[src/rtl/kwd_pkg.sv]
package kwd_pkg;
   localparam int unsigned BYTE_W = 8;
   typedef enum logic [1:0] {KS_IDLE, KS_KICK, KS_SOFT} key_state_e;
endpackage

[src/rtl/kwd_key_seq.sv]
module kwd_key_seq
   import kwd_pkg::*;
#(
   parameter logic [BYTE_W-1:0] KICK_A = 8'h1E,
   parameter logic [BYTE_W-1:0] KICK_B = 8'hE1,
   parameter logic [BYTE_W-1:0] SOFT_A = 8'h5A,
   parameter logic [BYTE_W-1:0] SOFT_B = 8'hA5
)(
   input  logic              clk,
   input  logic              rst_n,
   input  logic              key_wr,
   input  logic [BYTE_W-1:0] key_byte,
   output logic              kick,
   output logic              soft_hit,
   output logic              bad_seq,
   output key_state_e        state_o
);
   key_state_e state_q, state_d;

   always_comb begin
      state_d  = state_q;
      kick     = 1'b0;
      soft_hit = 1'b0;
      bad_seq  = 1'b0;
      if (key_wr) begin
         case (state_q)
            KS_IDLE: begin
               if (key_byte == KICK_A)      state_d = KS_KICK;
               else if (key_byte == SOFT_A) state_d = KS_SOFT;
               else                         bad_seq = 1'b1;
            end
            KS_KICK: begin
               state_d = KS_IDLE;
               if (key_byte == KICK_B) kick    = 1'b1;
               else                    bad_seq = 1'b1;
            end
            KS_SOFT: begin
               state_d = KS_IDLE;
               if (key_byte == SOFT_B) soft_hit = 1'b1;
               else                    bad_seq  = 1'b1;
            end
            default: state_d = KS_IDLE;
         endcase
      end
   end

   always_ff @(posedge clk or negedge rst_n) begin
      if (!rst_n) state_q <= KS_IDLE;
      else        state_q <= state_d;
   end

   assign state_o = state_q;
endmodule

[src/rtl/kwd_wdog_cnt.sv]
module kwd_wdog_cnt #(
   parameter int unsigned CNT_W = 16
)(
   input  logic             clk,
   input  logic             rst_n,
   input  logic [CNT_W-1:0] limit,
   input  logic             clear,
   input  logic             hold,
   output logic             expire
);
   logic [CNT_W-1:0] cnt_q;
   logic             armed;

   assign armed  = (limit != '0);
   assign expire = armed && !hold && !clear && (cnt_q >= limit - 1'b1);

   always_ff @(posedge clk or negedge rst_n) begin
      if (!rst_n)                     cnt_q <= '0;
      else if (clear || hold || expire) cnt_q <= '0;
      else if (armed)                 cnt_q <= cnt_q + 1'b1;
   end
endmodule

[src/rtl/kwd_pulse_gen.sv]
module kwd_pulse_gen #(
   parameter int unsigned LONG_LEN  = 49,
   parameter int unsigned SHORT_LEN = 16
)(
   input  logic clk,
   input  logic rst_n,
   input  logic req_long,
   input  logic req_short,
   output logic pulse,
   output logic pin_src
);
   localparam int unsigned LEN_W = $clog2(LONG_LEN + 1);
   localparam logic [LEN_W-1:0] LONG_V  = LEN_W'(LONG_LEN);
   localparam logic [LEN_W-1:0] SHORT_V = LEN_W'(SHORT_LEN);

   logic [LEN_W-1:0] rem_q, rem_dec, rem_d;
   logic             pin_q;

   always_comb begin
      rem_dec = (rem_q != '0) ? rem_q - 1'b1 : '0;
      rem_d   = rem_dec;
      if (req_short && SHORT_V > rem_d) rem_d = SHORT_V;
      if (req_long  && LONG_V  > rem_d) rem_d = LONG_V;
   end

   always_ff @(posedge clk or negedge rst_n) begin
      if (!rst_n) begin
         rem_q <= '0;
         pin_q <= 1'b0;
      end else begin
         rem_q <= rem_d;
         if (req_long)          pin_q <= 1'b1;
         else if (rem_d == '0)  pin_q <= 1'b0;
      end
   end

   assign pulse   = (rem_q != '0);
   assign pin_src = pin_q;
endmodule

[src/rtl/kwd_reset_gen.sv]
module kwd_reset_gen
   import kwd_pkg::*;
#(
   parameter int unsigned CNT_W     = 16,
   parameter int unsigned LONG_LEN  = 49,
   parameter int unsigned SHORT_LEN = 16,
   parameter bit          PIN_REG   = 1'b0
)(
   input  logic              clk,
   input  logic              rst_n,
   input  logic              wr_en,
   input  logic              wr_addr,
   input  logic [BYTE_W-1:0] wr_data,
   input  logic [CNT_W-1:0]  tmo_limit,
   input  logic              cmp_match,
   output logic              int_rst,
   output logic              pin_rst,
   output logic              flag_wdt,
   output logic              flag_sw
);
   localparam int unsigned BIT_OFF   = 0;
   localparam int unsigned BIT_POL   = 1;
   localparam int unsigned BIT_FSW   = 6;
   localparam int unsigned BIT_FWDT  = 7;

   generate
      if (SHORT_LEN < 1 || LONG_LEN < SHORT_LEN)
         $error("kwd_reset_gen: pulse lengths must satisfy 1 <= SHORT_LEN <= LONG_LEN");
      if (CNT_W < 2)
         $error("kwd_reset_gen: CNT_W must be at least 2");
   endgenerate

   logic       key_wr, ctl_wr;
   logic       kick, soft_hit, bad_seq, expire;
   logic       pin_src, pin_drv;
   logic       ctrl_off, ctrl_pol;
   key_state_e key_state;

   assign key_wr = wr_en && (wr_addr == 1'b0);
   assign ctl_wr = wr_en && (wr_addr == 1'b1);

   kwd_key_seq u_keys (
      .clk      (clk),
      .rst_n    (rst_n),
      .key_wr   (key_wr),
      .key_byte (wr_data),
      .kick     (kick),
      .soft_hit (soft_hit),
      .bad_seq  (bad_seq),
      .state_o  (key_state)
   );

   kwd_wdog_cnt #(.CNT_W(CNT_W)) u_cnt (
      .clk    (clk),
      .rst_n  (rst_n),
      .limit  (tmo_limit),
      .clear  (kick),
      .hold   (int_rst),
      .expire (expire)
   );

   kwd_pulse_gen #(.LONG_LEN(LONG_LEN), .SHORT_LEN(SHORT_LEN)) u_pulse (
      .clk       (clk),
      .rst_n     (rst_n),
      .req_long  (expire | soft_hit | bad_seq),
      .req_short (cmp_match),
      .pulse     (int_rst),
      .pin_src   (pin_src)
   );

   always_ff @(posedge clk or negedge rst_n) begin
      if (!rst_n) begin
         ctrl_off <= 1'b0;
         ctrl_pol <= 1'b0;
         flag_wdt <= 1'b0;
         flag_sw  <= 1'b0;
      end else begin
         if (ctl_wr) begin
            ctrl_off <= wr_data[BIT_OFF];
            ctrl_pol <= wr_data[BIT_POL];
         end
         flag_wdt <= ((ctl_wr ? wr_data[BIT_FWDT] : 1'b1) & flag_wdt) | expire | bad_seq;
         flag_sw  <= ((ctl_wr ? wr_data[BIT_FSW]  : 1'b1) & flag_sw)  | soft_hit | bad_seq;
      end
   end

   assign pin_drv = pin_src && !ctrl_off;

   generate
      if (PIN_REG) begin : g_pin_reg
         logic pin_q;
         always_ff @(posedge clk or negedge rst_n) begin
            if (!rst_n) pin_q <= 1'b1;
            else        pin_q <= ctrl_pol ? pin_drv : ~pin_drv;
         end
         assign pin_rst = pin_q;
      end else begin : g_pin_comb
         assign pin_rst = ctrl_pol ? pin_drv : ~pin_drv;
      end
   endgenerate
endmodule

[config.mk]
export PLATFORM = sky130hd
export DESIGN_NAME = kwd_reset_gen
export DESIGN_NICKNAME = d
export VERILOG_FILES = /design/src/rtl/kwd_pkg.sv /design/src/rtl/kwd_key_seq.sv /design/src/rtl/kwd_wdog_cnt.sv /design/src/rtl/kwd_pulse_gen.sv /design/src/rtl/kwd_reset_gen.sv
export SDC_FILE = /design/constraint.sdc
export NUM_CORES = 1
export LEC_CHECK = 0
export BUFFER_PORTS_ARGS = -buffer_cell sky130_fd_sc_hd__buf_2
export CAP_MARGIN = 20
export CORE_UTILIZATION = 45
export CTS_BUF_LIST = sky130_fd_sc_hd__clkbuf_8
export CTS_CLUSTER_DIAMETER = 150
export CTS_CLUSTER_SIZE = 16
export DETAILED_ROUTE_END_ITERATION = 8
export PLACE_DENSITY = 0.77
export SETUP_SLACK_MARGIN = 0.1
export SLEW_MARGIN = 20
export SYNTH_ARGS = -nofsm -noshare
export SYNTH_HDL_FRONTEND = slang
export SYNTH_HIERARCHICAL = 1
export SYNTH_SLANG_ARGS = --single-unit
[constraint.sdc]
create_clock -name clk -period 8 [get_ports clk]
set_input_delay 0.4 -clock clk [delete_from_list [all_inputs] [get_ports clk]]
set_output_delay 0.4 -clock clk [all_outputs]
set_load 0.01 [all_outputs]
# Yosys cells after proc, flatten, opt, wreduce, memory -nomap -nowiden

Cells that the tools add are included.

$add $sub $neg: 3
Order comparisons: 3
Equality and inequality tests: 7
Mux-type cells: 25
Bitwise operators: 10
Reductions and logical operators: 20

Operators with widths:

| kind                    | count |
|---|---|
| $mux W16                | 2 |
| $mux W6                 | 3 |
| $add A16 B1 Y16 const B | 1 |
| $eq A8 B8 Y1 const B    | 2 |
| $ge A16 B16 Y1          | 1 |
| $mux W1                 | 16 |
| $reduce_bool A16 Y1     | 1 |
| $sub A16 B1 Y16 const B | 1 |
| $eq A8 B5 Y1 const B    | 1 |
| $eq A8 B7 Y1 const B    | 1 |
| $logic_and A1 B1 Y1     | 8 |
| $gt A5 B6 Y1 const A    | 1 |
| $gt A6 B6 Y1 const A    | 1 |
| $logic_not A6 Y1        | 1 |
| $mux W2                 | 3 |
| $or A1 B1 Y1            | 6 |
| $reduce_bool A6 Y1      | 1 |
| $sub A6 B1 Y6 const B   | 1 |
| $reduce_bool A2 Y1      | 2 |
| $logic_not A1 Y1        | 3 |
| $ne A3 B1 Y1 const B    | 1 |
| $pmux W1 S3             | 1 |
| $and A1 B1 Y1           | 2 |
| $eq A2 B1 Y1 const B    | 1 |
| 5 further kinds         | 7 |

Bits in registers: 29
Output and inout port bits: 4
Logic and storage cells: 76

# Depth between registers and ports, before layout

Gate-level depths: netlist of the first run.

Depth in word-level cells: 14
Depth in mapped cells: 16
Gate-level depth less buffers: 16

# Modules after synthesis

The synthesis of the first run kept the hierarchy.

By module, submodules not included:

| module        | instances | cells an instance | area each (um^2) | sequential area each (um^2) |
|---|---|---|---|---|
| kwd_wdog_cnt  | 1         | 177               | 1530.2           | 400.4 |
| kwd_pulse_gen | 1         | 52                | 485.5            | 175.2 |
| kwd_key_seq   | 1         | 24                | 215.2            | 50.0 |
| kwd_reset_gen | 1         | 15                | 198.9            | 100.1 |

# Worst setup path before layout of the first run

OpenSTA, ideal clock, no wires.

Path type: input to register
Start: input tmo_limit[1]
End: register u_pulse.rem_q[1]
Setup time: 111 ps
Arrival: 3857 ps
Data required time: 7889 ps
Slack: 4031 ps
Stages on the path: 16
Path buffers: 0
Cells stage by stage: or3_1 -> or4_4 -> nor3_1 -> nand2b_1 -> nor4_2 -> xnor2_1 -> ha_1 -> nand4_1 -> nor2_1 -> a32oi_1 -> nand3_1 -> and2_2 -> or3_1 -> inv_1 -> a311oi_2 -> a2111oi_2

Cells in the longest elaborated chain, start to end: 8
Elaborated cells on any way between the ends: 10

Ends and longest elaborated chain:

| item                                                                    | line                | source |
|---|---|---|
| start, declared                                                         | kwd_reset_gen.sv:14 | `input logic [CNT_W-1:0] tmo_limit,` |
| parallel branches: the longest is 3 deep, another holds $sub A16 B1 Y16 | -                   |  |
| $logic_and A1 B1 Y1 *                                                   | kwd_wdog_cnt.sv:15  | `assign expire = armed && !hold && !clear && (cnt_q >= limit - 1'b1);` |
| net expire                                                              | kwd_reset_gen.sv:34 | `logic kick, soft_hit, bad_seq, expire;` |
| $or A1 B1 Y1 * (2 in a row)                                             | kwd_reset_gen.sv:65 | `.req_long (expire \| soft_hit \| bad_seq),` |
| $logic_and A1 B1 Y1 *                                                   | kwd_pulse_gen.sv:23 | `if (req_long && LONG_V > rem_d) rem_d = LONG_V;` |
| $mux W6 *                                                               | kwd_pulse_gen.sv:23 |  |
| net u_pulse.rem_d[1]                                                    | kwd_pulse_gen.sv:16 | `logic [LEN_W-1:0] rem_q, rem_dec, rem_d;` |
| end signal, assigned                                                    | kwd_pulse_gen.sv:31 | `rem_q <= rem_d;` |
| end, declared                                                           | kwd_pulse_gen.sv:16 |  |

Mark *: on every way through the listed nets, which the timed path passes.
A chain may end at the register's enable or synchronous reset.

# Final worst setup path of the first run

Start: input tmo_limit[2]
End: register u_pulse.rem_q[1]

Same word-level chain as after synthesis.

==> impl_metrics.ini, run 1 <==
[status]
outcome = finished, final reports clean

[logic_synthesis]
synth_cell_types = 56
syn-instance-count = 268
syn_area_per_cell_um2 = 9.07
synth_flop_cell = dfrtp_1
ys_async_sr_fraction = 1.00
netlist_area_um2 = 2430
synth-edff-count = 0
synth_fp_nets = 316
seq_area_frac_synth = 0.299
yosysWarnings = 6
ys_seq_elements = 29

[global_routing]
grt_usage = 0.197
gr-total-overflow = 0
grt_max_degree = 30
first_global_vias = 1969
antenna_found_initial = 0
grt_pass1_wl_mm = 8.51

[die]
coreArea_um2 = 5140
start_util = 0.473
rows = 26
die_w_um = 75.5
dieArea_um2 = 5700
ios = 33
die_h_um = 75.5

[placed_design]
routabilityCongestion = 0.873
dp_slack_ps = 3610
dp_hpwl_mm = 3.86
numPortBuffers = 32

[route]
first_iter_violations = 89
routed_wirelength_mm = 5.06
first_pass_iters = 4
vias = 2117
avgViaCountPerCell = 5.65
drc_errors = 0
wire_per_inst_um = 13.5
final_antenna_net_count = 0

[job]
max-cap-violations = 0

[worst_setup_path]
worstSetupStartpoint = tmo_limit[2]
path_class = in -> reg
reg2reg_to = u_pulse/rem_q[1]
worstPathRequired_ps = 8170
regToRegSetupSlack_ps = 4810
worstSetupEndpointType = flop
cp.arrival_ps = 4260
worstRegToRegCells = 11
cp-start-kind = input pin
cp_max_fo = 4
r2r-start = u_cnt/cnt_q[0]

[timing]
slew_headroom = 0.440
timing.final.crit_period_ps = 4080
hold_ws_ps = 151
setup-violations-final = 0
max_freq_mhz = 245
rsz0062_at_grt = no
finalWorstSetupSlack_ps = 3920
skew_ps = 3.43
fin_setup_tns_ps = 0
hold_viol = 0
maxSlewViolCount = 0
finalCritPeriodShare = 0.510
worstMarginPinSlew_ps = 832

[power]
leakagePower_nw = 1.22
p_per_area_nw_per_um2 = 171
ir_drop_mv = 0.136

[clock_network]
clkLatencyLatePin_ps = 280
postCtsSetupBuffers = 0
cts-root-buf = clkbuf_8
post_cts_resized = 0
numCtsBuffers = 5
cts_hold_buf = 0
cts_sinks = 29
clk_pin_slew_ps = 60
cts_tree = built
cts_buffer_depth = 2
htreeDepth = 2

[cells_and_area]
drive_above_1_share = 0.223
n_antenna_cell = 0
syn_to_final_growth_pct = 13.3
layout.nets = 352
final_common_cell = buf_2
most-common-layout-cells = buf_2, dfrtp_1, nand2_1

[worst_hold_path]
hold_class = in -> async
power by group:
| part | leakage (nW) | internal [W] | switching [W] |
|---|---|---|---|
| Combinational | 0.796 | 0.0000698 | 0.0000766 |
| Clock | 0.0542 | 0.0000776 | 0.0000547 |
| Sequential | 0.373 | 0.000164 | 0.0000272 |
| Total | 1.22 | 0.000312 | 0.000159 |
kinds of logic after synthesis:
group	synth area share
simple gates	0.347
compound gates	0.132
flops	0.299
xor+xnor	0.0757
fa+ha+maj	0.0978
buf+inv	0.0278
mux	0.0216
registers in the layout, indices dropped and copies added, names as in the netlist:
signal / flops
ctrl_off: 1
u_pulse/pin_src: 1
u_pulse/rem_q: 6
flag_wdt: 1
u_keys/state_o: 2
u_cnt/cnt_q: 16
ctrl_pol: 1
flag_sw: 1
synth_stat cells, types with 7 or more instances:
| library cell | number | area, µm² |
|---|---|---|
| nor2_1 | 17 | 63.8 |
| nand4_1 | 8 | 50.1 |
| dfrtp_1 | 29 | 726 |
| nor3_1 | 19 | 95.1 |
| ha_1 | 19 | 238 |
| nand2b_1 | 7 | 43.8 |
| xnor2_1 | 16 | 140 |
| nand3_1 | 10 | 50.1 |
| a21oi_1 | 9 | 45.0 |
| nand2_1 | 20 | 75.1 |
| o21ai_0 | 11 | 55.1 |
| inv_1 | 11 | 41.3 |
area by class of cell:
cell class | count | area (µm²)
Fill cell | 488 | 2390
Multi-Input combinational cell | 225 | 1640
Sequential cell | 29 | 726
Timing Repair Buffer | 32 | 160
Clock buffer | 7 | 96.3
Tap cell | 70 | 87.6
Inverter | 11 | 41.3
Clock inverter | 1 | 5.00
through the flow:
| stage | std cells | power (W) | util | area [µm²] |
|---|---|---|---|---|
| 2_1_floorplan | 268 | 0.000298 | - | 2430 |
| 3_3_place_gp | 367 | 0.000336 | 0.516 | 2650 |
| 3_5_place_dp | 367 | 0.000340 | 0.516 | 2650 |
| 4_1_cts | 375 | 0.000476 | 0.536 | 2750 |
| 5_1_grt | 375 | 0.000504 | 0.536 | 2750 |
| 6_report | 375 | 0.000470 | 0.536 | 2750 |
critical path: stages:
cell	delay [ps]
buf_2	130
or3_1	410
or4_4	450
nor3_1	290
nand2b_1	130
nor4_2	170
xnor2_1	150
ha_1	270
nand4_1	120
nor2_1	70
a32oi_1	300
nand3_1	180
and2_2	210
or3_1	430
inv_1	130
a311oi_2	70
a2111oi_2	340
worst max path at each step:
stage          cells after the start                to  slack (ps)
2_1_floorplan                     16  u_pulse/rem_q[1]        4030
5_1_grt                           17  u_pulse/rem_q[1]        3670
4_1_cts                           17  u_pulse/rem_q[1]        3900
3_3_place_gp                      17  u_pulse/rem_q[1]        3730
6_report                          17  u_pulse/rem_q[1]        3920
3_5_place_dp                      17  u_pulse/rem_q[1]        3610
per-layer routing:
metal,wire (µm),track usage
met1,2490,0.256
met2,2260,0.325
met3,222,0.0357
met4,87,0.0782
met5,0,0
No activity file was read; power rests on OpenSTA's default activity.
==> run 2: changes to the inputs <==
clock period = 3.9 ns   (was 8 ns; I/O delays follow)
==> run 2 against run 1 <==
Die area stayed put. Register-to-register slack got worse by 3900 ps. First-iteration DRC count fell by 10%. Critical endpoint unchanged. Largest cell class unchanged. Highest routed layer unchanged.
==> impl_metrics.ini, run 2 (synthesis results as in run 1) <==
[status]
outcome = finished, final reports clean

[clock_network]
clk_pin_slew_ps = 60
cts_sinks = 29
cts-root-buf = clkbuf_8
cts_buffer_depth = 2
htreeDepth = 2
clkLatencyLatePin_ps = 290
numCtsBuffers = 5
cts_tree = built

[die]
die_w_um = 75.5
coreArea_um2 = 5140
die_h_um = 75.5
start_util = 0.473
ios = 33
dieArea_um2 = 5700
rows = 26

[timing]
finalCritPeriodShare = 0.916
setup-violations-final = 0
max_freq_mhz = 280
worstMarginPinSlew_ps = 764
slew_headroom = 0.486
finalWorstSetupSlack_ps = 327
maxSlewViolCount = 0
rsz0062_at_grt = no
skew_ps = 7.40
timing.final.crit_period_ps = 3570
hold_viol = 0

[power]
ir_drop_mv = 0.316
leakagePower_nw = 1.26
p_per_area_nw_per_um2 = 345

[route]
first_pass_iters = 4
first_iter_violations = 80
avgViaCountPerCell = 5.66
final_antenna_net_count = 0
routed_wirelength_mm = 5.19
drc_errors = 0
vias = 2155
wire_per_inst_um = 13.6

[cells_and_area]
multi_input_area_um2 = 1660
syn_to_final_growth_pct = 16.0
largest_register_ffs = 16
n_antenna_cell = 0
layout.nets = 358
most-common-layout-cells = buf_2, dfrtp_1, nand2_1
drive_above_1_share = 0.241
utilization = 0.548
largest_register = u_cnt/cnt_q
final_common_cell = buf_2
regArea_um2 = 726
fillCellCount = 473

[global_routing]
gr-total-overflow = 0
antenna_found_initial = 0
grt_max_degree = 30
first_global_vias = 1987
grt_usage = 0.197
grt_pass1_wl_mm = 8.51

[placed_design]
numPortBuffers = 32
dp_slack_ps = -52.2
routabilityCongestion = 0.884
dp_hpwl_mm = 3.93

[worst_setup_path]
r2r-start = u_cnt/cnt_q[0]
reg2reg_to = u_pulse/rem_q[1]
worstPathRequired_ps = 4070
worstSetupEndpointType = flop
path_class = in -> reg
cp-start-kind = input pin
regToRegSetupSlack_ps = 910
cp.arrival_ps = 3750
worstRegToRegCells = 11
cp_max_fo = 4

[job]
max-cap-violations = 0

[worst_hold_path]
hold_class = in -> reg
holdPathEnd = ctrl_off
hp-start = wr_data[0]
whs_path_depth = 2
[run 2: changes by cell type in the layout (fill, tap and decap cells not counted)]
| cell | previous run | this run |
|---|---|---|
| buf_4 | 0 | 5 |
| a32oi_1 | 1 | 0 |
| a32oi_2 | 0 | 1 |
| dlygate4sd3_1 | 0 | 1 |
| nor3_1 | 19 | 18 |
| nor3_4 | 0 | 1 |
[run 2: timing repair]
action / in CTS / in global routing
resized for setup: 0 / 3
buffers inserted: 0 / 0
setup endpoints to repair: 0 / 5
endpoints found under the hold margin: 29 / 0
hold buffers: 1 / 0
[run 2: final cells by class]
class | count | area share
multi-input cells | 225 | 0.587
flip-flops and latches | 29 | 0.257
repair buffers | 38 | 0.0737
clock buffers | 7 | 0.0342
well taps | 70 | 0.0311
inverters | 11 | 0.0146
clock inverters | 1 | 0.00178
[run 2: metal layers]
metal	routed length (µm)	vias to the layer above	track usage	part of all wire
met5	0	-	0	0
met4	118	0	0.0885	0.023
met3	196	10	0.0344	0.038
met2	2360	57	0.335	0.46
met1	2510	1013	0.246	0.48
li1	-	1075	-	-
[run 2: critical path: stages]
cell,delay [ps]
buf_2,100
or3_1,380
or4_4,470
nor3_4,210
nand2b_1,110
nor4_2,180
xnor2_1,160
ha_1,270
nand4_1,120
nor2_1,80
a32oi_2,210
nand3_1,130
and2_2,200
or3_1,390
inv_1,110
a311oi_2,70
a2111oi_2,350
[run 2: worst max-delay path by stage]
stage	endpoint	depth (start not counted)	from
detailed placement	u_pulse/rem_q[1]	17	tmo_limit[1]
CTS	u_pulse/rem_q[1]	17	tmo_limit[1]
floorplan	u_pulse/rem_q[1]	16	tmo_limit[1]
global placement	u_pulse/rem_q[1]	17	tmo_limit[1]
finish	u_pulse/rem_q[1]	17	tmo_limit[1]
global route	u_pulse/rem_q[1]	17	tmo_limit[1]
[run 2: power breakdown]
part	internal (W)	total [W]	switching, W
logic	0.000146	0.000305	0.000159
registers	0.000337	0.000394	0.0000572
clock network	0.000159	0.000275	0.000116
total	0.000642	0.000974	0.000332
[run 2: stage by stage]
| step | power, W | area (µm²) | instances | hold slack (ps) | TNS (ps) |
|---|---|---|---|---|---|
| 5_1_grt | 0.00103 | 2820 | 381 | 181 | 0 |
| 4_1_cts | 0.000980 | 2800 | 381 | 171 | 0 |
| 6_report | 0.000974 | 2820 | 381 | 175 | 0 |
| 3_5_place_dp | 0.000699 | 2690 | 372 | 272 | -71.8 |
| 2_1_floorplan | 0.000611 | 2430 | 268 | -101 | 0 |
| 3_3_place_gp | 0.000691 | 2690 | 372 | 264 | 0 |
